## config.mk

```make
export PLATFORM = sky130hd
export DESIGN_NAME = shared_cmp_timer
export DESIGN_NICKNAME = d
export VERILOG_FILES = /design/src/rtl/sct_pkg.sv /design/src/rtl/sct_counter.sv /design/src/rtl/sct_core_bank.sv /design/src/rtl/sct_pin_drive.sv /design/src/rtl/shared_cmp_timer.sv
export SDC_FILE = /design/constraint.sdc
export NUM_CORES = 1
export LEC_CHECK = 0
export CORE_MARGIN = 2
export CORE_UTILIZATION = 35
export DETAILED_ROUTE_END_ITERATION = 6
export GPL_TIMING_DRIVEN = 0
export HOLD_SLACK_MARGIN = 0.15
export PLACE_DENSITY = 0.59
export SYNTH_ARGS = -nofsm -noshare
export SYNTH_HDL_FRONTEND = slang
export SYNTH_SLANG_ARGS = --single-unit
```

## constraint.sdc

```tcl
create_clock -name clk -period 7.1 [get_ports clk]
set_input_delay 0.71 -clock clk [delete_from_list [all_inputs] [get_ports clk]]
set_output_delay 0.71 -clock clk [all_outputs]
set_load 0.005 [all_outputs]
```

## src/rtl/sct_pkg.sv

```systemverilog
package sct_pkg;
  localparam int unsigned DATA_W   = 32;
  localparam int unsigned ADDR_W   = 8;
  localparam int unsigned MASK_W   = 6;
  localparam int unsigned CMP_BIT  = 1;
  localparam int unsigned STOP_BIT = 16;
  localparam int unsigned ROUTE_BIT = 31;
  localparam logic [MASK_W-1:0] MASK_RST = 6'h32;

  localparam logic [ADDR_W-1:0] A_CFG    = 8'h00;
  localparam logic [ADDR_W-1:0] A_CNT_LO = 8'h01;
  localparam logic [ADDR_W-1:0] A_CNT_HI = 8'h02;
  localparam logic [3:0] WIN_LOCAL = 4'h1;
  localparam logic [3:0] WIN_REMOTE = 4'h2;

  typedef enum logic [3:0] {
    OFF_PEND  = 4'd0,
    OFF_MASK  = 4'd1,
    OFF_MSET  = 4'd2,
    OFF_MCLR  = 4'd3,
    OFF_MAP   = 4'd4,
    OFF_INDIR = 4'd5,
    OFF_IDENT = 4'd6,
    OFF_CMP   = 4'd7,
    OFF_CMPHI = 4'd8
  } bank_off_e;
endpackage

```

## src/rtl/sct_counter.sv

```systemverilog
module sct_counter #(
  parameter int unsigned CNT_W = 32
) (
  input  logic             clk,
  input  logic             rst_n,
  input  logic             stop_wr_i,
  input  logic             stop_val_i,
  input  logic             load_wr_i,
  input  logic [CNT_W-1:0] load_val_i,
  output logic             stop_o,
  output logic [CNT_W-1:0] cnt_o
);
  logic             stop_d;
  logic [CNT_W-1:0] cnt_d;
  logic             cnt_en;

  always_comb begin
    stop_d = stop_wr_i ? stop_val_i : stop_o;
    cnt_en = !stop_o || load_wr_i;
    cnt_d  = cnt_o;
    if (stop_o && load_wr_i) cnt_d = load_val_i;
    else if (!stop_o)        cnt_d = cnt_o + CNT_W'(1);
  end

  always_ff @(posedge clk or negedge rst_n) begin
    if (!rst_n) begin
      stop_o <= 1'b0;
      cnt_o  <= '0;
    end else begin
      stop_o <= stop_d;
      if (cnt_en) cnt_o <= cnt_d;
    end
  end

  AST_CNT_STEP: assert property (@(posedge clk) disable iff (!rst_n)
    !stop_o |=> cnt_o == $past(cnt_o) + CNT_W'(1));
  AST_CNT_HOLD: assert property (@(posedge clk) disable iff (!rst_n)
    (stop_o && !load_wr_i) |=> $stable(cnt_o));
  AST_CNT_LOAD: assert property (@(posedge clk) disable iff (!rst_n)
    (stop_o && load_wr_i) |=> cnt_o == $past(load_val_i));
endmodule

```

## src/rtl/sct_core_bank.sv

```systemverilog
module sct_core_bank
  import sct_pkg::*;
#(
  parameter int unsigned NUM_CORES = 4,
  parameter int unsigned NUM_PINS  = 6,
  parameter int unsigned CNT_W     = 32,
  parameter int unsigned CORE_W    = 2,
  parameter int unsigned PIN_W     = 3
) (
  input  logic              clk,
  input  logic              rst_n,
  input  logic              wr_en_i,
  input  logic [3:0]        wr_off_i,
  input  logic [DATA_W-1:0] wr_data_i,
  input  logic              match_i,
  output logic              pend_o,
  output logic [MASK_W-1:0] mask_o,
  output logic              route_o,
  output logic [PIN_W-1:0]  pin_o,
  output logic [CORE_W-1:0] indir_o,
  output logic [CNT_W-1:0]  cmp_o
);
  logic              pend_d, route_d;
  logic [MASK_W-1:0] mask_d;
  logic [PIN_W-1:0]  pin_d;
  logic [CORE_W-1:0] indir_d;
  logic [CNT_W-1:0]  cmp_d;
  logic              cmp_wr, map_ok, indir_ok;

  always_comb begin
    cmp_wr   = wr_en_i && (wr_off_i == OFF_CMP);
    map_ok   = 32'(wr_data_i[PIN_W-1:0]) < 32'(NUM_PINS);
    indir_ok = wr_data_i < 32'(NUM_CORES);
    pend_d   = pend_o;
    mask_d   = mask_o;
    route_d  = route_o;
    pin_d    = pin_o;
    indir_d  = indir_o;
    cmp_d    = cmp_o;
    if (match_i) pend_d = 1'b1;
    if (wr_en_i) begin
      case (wr_off_i)
        OFF_MSET:  mask_d = mask_o | wr_data_i[MASK_W-1:0];
        OFF_MCLR:  mask_d = mask_o & ~wr_data_i[MASK_W-1:0];
        OFF_MAP: if (map_ok) begin
          route_d = wr_data_i[ROUTE_BIT];
          pin_d   = wr_data_i[PIN_W-1:0];
        end
        OFF_INDIR: if (indir_ok) indir_d = wr_data_i[CORE_W-1:0];
        OFF_CMP: begin
          cmp_d  = wr_data_i[CNT_W-1:0];
          pend_d = 1'b0;
        end
        default: ;
      endcase
    end
  end

  always_ff @(posedge clk or negedge rst_n) begin
    if (!rst_n) begin
      pend_o  <= 1'b0;
      mask_o  <= MASK_RST;
      route_o <= 1'b1;
      pin_o   <= '0;
      indir_o <= '0;
      cmp_o   <= '1;
    end else begin
      pend_o <= pend_d;
      if (wr_en_i) begin
        mask_o  <= mask_d;
        route_o <= route_d;
        pin_o   <= pin_d;
        indir_o <= indir_d;
        cmp_o   <= cmp_d;
      end
    end
  end

  AST_MATCH_SETS: assert property (@(posedge clk) disable iff (!rst_n)
    (match_i && !cmp_wr) |=> pend_o);
  AST_CMP_CLEARS: assert property (@(posedge clk) disable iff (!rst_n)
    cmp_wr |=> !pend_o);
  AST_INDIR_RANGE: assert property (@(posedge clk) disable iff (!rst_n)
    32'(indir_o) < 32'(NUM_CORES));
  AST_PIN_RANGE: assert property (@(posedge clk) disable iff (!rst_n)
    32'(pin_o) < 32'(NUM_PINS));
endmodule

```

## src/rtl/sct_pin_drive.sv

```systemverilog
module sct_pin_drive #(
  parameter int unsigned NUM_PINS = 6,
  parameter int unsigned PIN_W    = 3
) (
  input  logic                clk,
  input  logic                rst_n,
  input  logic                fire_i,
  input  logic [PIN_W-1:0]    pin_sel_i,
  input  logic [NUM_PINS-1:0] ext_i,
  output logic [NUM_PINS-1:0] pin_q
);
  logic [NUM_PINS-1:0] sel_oh;
  logic [NUM_PINS-1:0] pin_d;

  for (genvar p = 0; p < NUM_PINS; p++) begin : g_pin
    always_comb begin
      sel_oh[p] = (pin_sel_i == PIN_W'(p));
      pin_d[p]  = ext_i[p] | (fire_i & sel_oh[p]);
    end
  end

  always_ff @(posedge clk or negedge rst_n) begin
    if (!rst_n) pin_q <= '0;
    else        pin_q <= pin_d;
  end

  AST_PIN_QUIET: assert property (@(posedge clk) disable iff (!rst_n)
    (!fire_i && ext_i == '0) |=> pin_q == '0);
  AST_PIN_FIRES: assert property (@(posedge clk) disable iff (!rst_n)
    fire_i |=> (pin_q & $past(sel_oh)) != '0);
endmodule

```

## src/rtl/shared_cmp_timer.sv

```systemverilog
module shared_cmp_timer
  import sct_pkg::*;
#(
  parameter int unsigned NUM_CORES = 4,
  parameter int unsigned NUM_PINS  = 6,
  parameter int unsigned NUM_IRQS  = 256,
  parameter int unsigned CNT_W     = 32,
  localparam int unsigned CORE_W   = (NUM_CORES > 1) ? $clog2(NUM_CORES) : 1,
  localparam int unsigned PIN_W    = $clog2(NUM_PINS),
  localparam int unsigned NPIN_ALL = NUM_CORES * NUM_PINS
) (
  input  logic                clk,
  input  logic                rst_n,
  input  logic                bus_valid_i,
  input  logic                bus_write_i,
  input  logic [CORE_W-1:0]   bus_core_i,
  input  logic [7:0]          bus_addr_i,
  input  logic [31:0]         bus_wdata_i,
  output logic [31:0]         bus_rdata_o,
  input  logic [NPIN_ALL-1:0] ext_irq_i,
  output logic [NPIN_ALL-1:0] irq_pin_o
);
  localparam logic [7:0] IRQ_GROUPS = 8'(NUM_IRQS / 8 - 1);

  logic             stop;
  logic [CNT_W-1:0] cnt;
  logic [3:0]       win, off;
  logic             core_ok, in_bank, wr_cfg, wr_cnt;
  logic [CORE_W-1:0] bank_sel;

  logic              pend_a  [NUM_CORES];
  logic [MASK_W-1:0] mask_a  [NUM_CORES];
  logic              route_a [NUM_CORES];
  logic [PIN_W-1:0]  pin_a   [NUM_CORES];
  logic [CORE_W-1:0] indir_a [NUM_CORES];
  logic [CNT_W-1:0]  cmp_a   [NUM_CORES];

  always_comb begin
    win      = bus_addr_i[7:4];
    off      = bus_addr_i[3:0];
    core_ok  = 32'(bus_core_i) < 32'(NUM_CORES);
    in_bank  = core_ok && (win == WIN_LOCAL || win == WIN_REMOTE);
    bank_sel = (win == WIN_REMOTE) ? indir_a[bus_core_i] : bus_core_i;
    wr_cfg   = bus_valid_i && bus_write_i && (bus_addr_i == A_CFG);
    wr_cnt   = bus_valid_i && bus_write_i && (bus_addr_i == A_CNT_LO);
  end

  sct_counter #(.CNT_W(CNT_W)) u_counter (
    .clk        (clk),
    .rst_n      (rst_n),
    .stop_wr_i  (wr_cfg),
    .stop_val_i (bus_wdata_i[STOP_BIT]),
    .load_wr_i  (wr_cnt),
    .load_val_i (bus_wdata_i[CNT_W-1:0]),
    .stop_o     (stop),
    .cnt_o      (cnt)
  );

  for (genvar c = 0; c < NUM_CORES; c++) begin : g_core
    logic bank_wr, match, fire;
    always_comb begin
      bank_wr = bus_valid_i && bus_write_i && in_bank && (bank_sel == CORE_W'(c));
      match   = !stop && (cnt == cmp_a[c]);
      fire    = pend_a[c] && mask_a[c][CMP_BIT] && route_a[c];
    end

    sct_core_bank #(
      .NUM_CORES (NUM_CORES),
      .NUM_PINS  (NUM_PINS),
      .CNT_W     (CNT_W),
      .CORE_W    (CORE_W),
      .PIN_W     (PIN_W)
    ) u_bank (
      .clk       (clk),
      .rst_n     (rst_n),
      .wr_en_i   (bank_wr),
      .wr_off_i  (off),
      .wr_data_i (bus_wdata_i),
      .match_i   (match),
      .pend_o    (pend_a[c]),
      .mask_o    (mask_a[c]),
      .route_o   (route_a[c]),
      .pin_o     (pin_a[c]),
      .indir_o   (indir_a[c]),
      .cmp_o     (cmp_a[c])
    );

    sct_pin_drive #(.NUM_PINS(NUM_PINS), .PIN_W(PIN_W)) u_pins (
      .clk       (clk),
      .rst_n     (rst_n),
      .fire_i    (fire),
      .pin_sel_i (pin_a[c]),
      .ext_i     (ext_irq_i[c*NUM_PINS +: NUM_PINS]),
      .pin_q     (irq_pin_o[c*NUM_PINS +: NUM_PINS])
    );
  end

  always_comb begin
    bus_rdata_o = '0;
    if (bus_valid_i && !bus_write_i) begin
      if (bus_addr_i == A_CFG) begin
        bus_rdata_o[7:0]      = IRQ_GROUPS;
        bus_rdata_o[15:8]     = 8'(NUM_CORES);
        bus_rdata_o[STOP_BIT] = stop;
      end else if (bus_addr_i == A_CNT_LO) begin
        bus_rdata_o = DATA_W'(cnt);
      end else if (in_bank) begin
        case (off)
          OFF_PEND:  bus_rdata_o[CMP_BIT] = pend_a[bank_sel];
          OFF_MASK:  bus_rdata_o = DATA_W'(mask_a[bank_sel]);
          OFF_MAP: begin
            bus_rdata_o[ROUTE_BIT]   = route_a[bank_sel];
            bus_rdata_o[PIN_W-1:0]   = pin_a[bank_sel];
          end
          OFF_INDIR: bus_rdata_o = DATA_W'(indir_a[bank_sel]);
          OFF_IDENT: bus_rdata_o = DATA_W'(bank_sel);
          OFF_CMP:   bus_rdata_o = DATA_W'(cmp_a[bank_sel]);
          default:   bus_rdata_o = '0;
        endcase
      end
    end
  end

  AST_CNT_HI_ZERO: assert property (@(posedge clk) disable iff (!rst_n)
    (bus_valid_i && !bus_write_i && bus_addr_i == A_CNT_HI) |-> bus_rdata_o == '0);
endmodule

```

==> impl_metrics.json <==
{
  "hold_slack_ns": 0.474,
  "r2r_slack_ns": 3.55,
  "critPathLaunch": "bus_addr_i[4]",
  "grt_start_max_net_pins": 96,
  "p_seq_frac": 0.398,
  "fp.dieH_um": 201,
  "synth_area_per_cell_um2": 9.86,
  "drv_cap": 0,
  "drv_slew": 0,
  "r2r_end": "u_counter.cnt_o[25]",
  "synthFlopType": "dfstp_2",
  "ios": 126,
  "clk_latency_ns": 0.58,
  "p_switching_mw": 1.09,
  "vias": 11800,
  "grt_pass1_vias": 11500,
  "cts_resized": 0,
  "ys_types": 65,
  "worst_slew_pin_slew_ns": 1.45,
  "drt_iter0_markers": 1159,
  "clockBufferDepth": 3,
  "final_antenna_net_count": 0,
  "fin_crit_ns": 5.62,
  "synth_area_um2": 13600,
  "syn_nets": 1451,
  "die_area_um2": 40500,
  "place_ws_ns": 1.56,
  "tns_ns": 0,
  "cp.required_ns": 6.39,
  "peakVddDrop_mv": 0.147,
  "synth-edff-count": 0,
  "critPathKind": "primary input to primary output",
  "min_delay_path_depth": 2,
  "timing.final.ws_setup_ns": 1.48,
  "finalHoldViolCount": 0,
  "crit_buf_inv": 4,
  "internal_power_mw": 2.56,
  "worst_path_max_delay_cell": "buf_1",
  "timing.final.crit_share": 0.792,
  "yosysTopAreaCell": "dfstp_2",
  "swShare": 0.298,
  "start_util": 0.354,
  "synth_top_area_share": 0.278,
  "synthCells": 1380,
  "cts-root-buf": "clkbuf_16",
  "area_growth_pct": 21.1,
  "num_antenna_cells": 0,
  "reg2reg_depth": 7,
  "cts_tree": "built",
  "coreArea_um2": 38500,
  "synth_commonest_cells": "nand2_1, dfstp_2, mux2_2, nand3_1, dfrtp_1",
  "layout.nets": 1602,
  "endpoint_kind": "primary output",
  "hold_class": "register to register",
  "crit_fanout": 10,
  "timing.rr.start": "u_counter.cnt_o[2]",
  "cp-start-kind": "primary input",
  "wl_um": 51900,
  "run_status": "finished clean",
  "cts_setup_buffers": 0,
  "overflow": 0,
  "io_buffers": 118,
  "postLayoutCellArea_um2": 16500,
  "yosys_warnings": 0,
  "grt_antenna_before_repair": 0,
  "final_layout_size_suffix_gt1_frac": 0.224,
  "rsz0062_at_grt": "no",
  "setup_viol": 0,
  "power_mw": 3.65,
  "p_clk_frac": 0.416,
  "finalWeightedCongestion": 0.951,
  "drc": 0,
  "crit_top_cell": "nand3_1",
  "grt_use_total": 0.254,
  "slew_headroom": 0.0253,
  "cp_top_family": "buffers and inverters",
  "fmax_ghz": 0.178,
  "clock_sinks": 237,
  "yosys_register_bits": 237,
  "std_cell_rows": 72,
  "clk_pin_slew_ns": 0.05,
  "routedWlPerCell_um": 25.1,
  "cts_buffers": 28,
  "seq_area_frac_synth": 0.449,
  "critPathArrivalTime_ns": 4.91,
  "worst_clock_skew_ns": 0.0208,
  "die_w_um": 201,
  "viasPerCell": 5.68,
  "pwr-share-comb": 0.186,
  "drt_pre_antenna_iters": 7,
  "ys_async_sr_fraction": 1.00,
  "h-tree-depth": 1,
  "p_per_area_nw_per_um2": 222,
  "placed_cell_area_um2": 15500,
  "static-leakage-power_nw": 6.66,
  "ctsHoldBuffers": 1,
  "netlist_top_cells_area": "dfstp_2, dfrtp_1, mux2_2",
  "cp_slowest_stage_delay_ns": 0.86,
  "worstPathCellList": "clkdlybuf4s50_1 -> nor4b_1 -> nand3_1 -> nand2_1 -> clkbuf_1 -> buf_1 -> nand2_1 -> nand3_1 -> nand3_1 -> a21oi_1 -> clkdlybuf4s50_1",
  "dp_hpwl_um": 37700,
  "synthMostInstantiatedCell": "nand2_1",
  "grt_first_pass_wirelength_um": 76500
}
==> cell families after synthesis <==
group	Yosys count	share of synthesized area
AO/OA/AOI/OAI	184	0.0935
XOR/XNOR	129	0.0831
adder cells (fa/ha/maj)	1	0.000920
buffers and inverters	145	0.0461
flip-flops	237	0.449
multiplexers	200	0.163
AND/OR/NAND/NOR	484	0.164
==> placed cells by master (no fill, tap or decap), types with 9 or more instances in the layout <==
cell             Yosys  final
mux2i_1             47     47
dfstp_2            144    144
buf_1                9      9
nand2_1            201    201
nand4_1             33     33
o21ai_0             25     25
a211oi_1            13     13
clkbuf_16            0     28
inv_1               40     40
nor2_1              70     70
o21bai_1            12     12
a32oi_1             18     18
xor2_1              40     40
clkdlybuf4s50_1      0    117
mux2_2             117    117
o211ai_1            11     11
nor3_1              20     20
a21oi_1             41     41
nor4_1              24     24
buf_2               15     15
nand3_1             97     97
clkbuf_1            69     75
dfrtp_1             93     93
mux2_1              34     34
xnor2_1             89     89
a21o_1              13     13
==> how the worst max path moves through the flow <==
stage / to / cells after the start
2_1_floorplan: bus_rdata_o[1] / 9
3_3_place_gp: u_counter.cnt_o[23] / 1
3_5_place_dp: bus_rdata_o[30] / 11
4_1_cts: bus_rdata_o[30] / 11
5_1_grt: bus_rdata_o[30] / 11
6_report: bus_rdata_o[30] / 11
==> worst min-delay path: stages (launching register included) <==
cell,delay [ns]
dfstp_2,0.36
inv_1,0.05
mux2i_1,0.06
==> power by group through the flow <==
stage	combinational [mW]	sequential, mW	clock, mW
6_report	0.680	1.45	1.52
5_1_grt	0.719	1.46	1.60
4_1_cts	0.667	1.45	1.54
3_5_place_dp	0.663	1.47	0
3_3_place_gp	0.657	1.47	0
2_1_floorplan	0.375	1.46	0
==> layer usage <==
layer,part of all wire,GRT usage
met4,0.040,0.109
met1,0.44,0.362
met3,0.089,0.0420
met2,0.43,0.380
met5,0,0
==> final cells by class <==
type | instances | area, µm²
Inverter | 40 | 150
Buffer | 105 | 477
Tap cell | 518 | 648
Timing Repair Buffer | 121 | 1250
Multi-Input combinational cell | 998 | 6870
Fill cell | 3770 | 22000
Sequential cell | 237 | 6110
Clock buffer | 41 | 820
Clock inverter | 11 | 149
==> stage by stage <==
stage,util,cells
after floorplan,-,1380
after global placement,0.401,2016
after detailed placement,0.403,2018
after CTS,0.428,2071
after global routing,0.428,2071
final,0.428,2071
(Power assumes the default switching activity.)
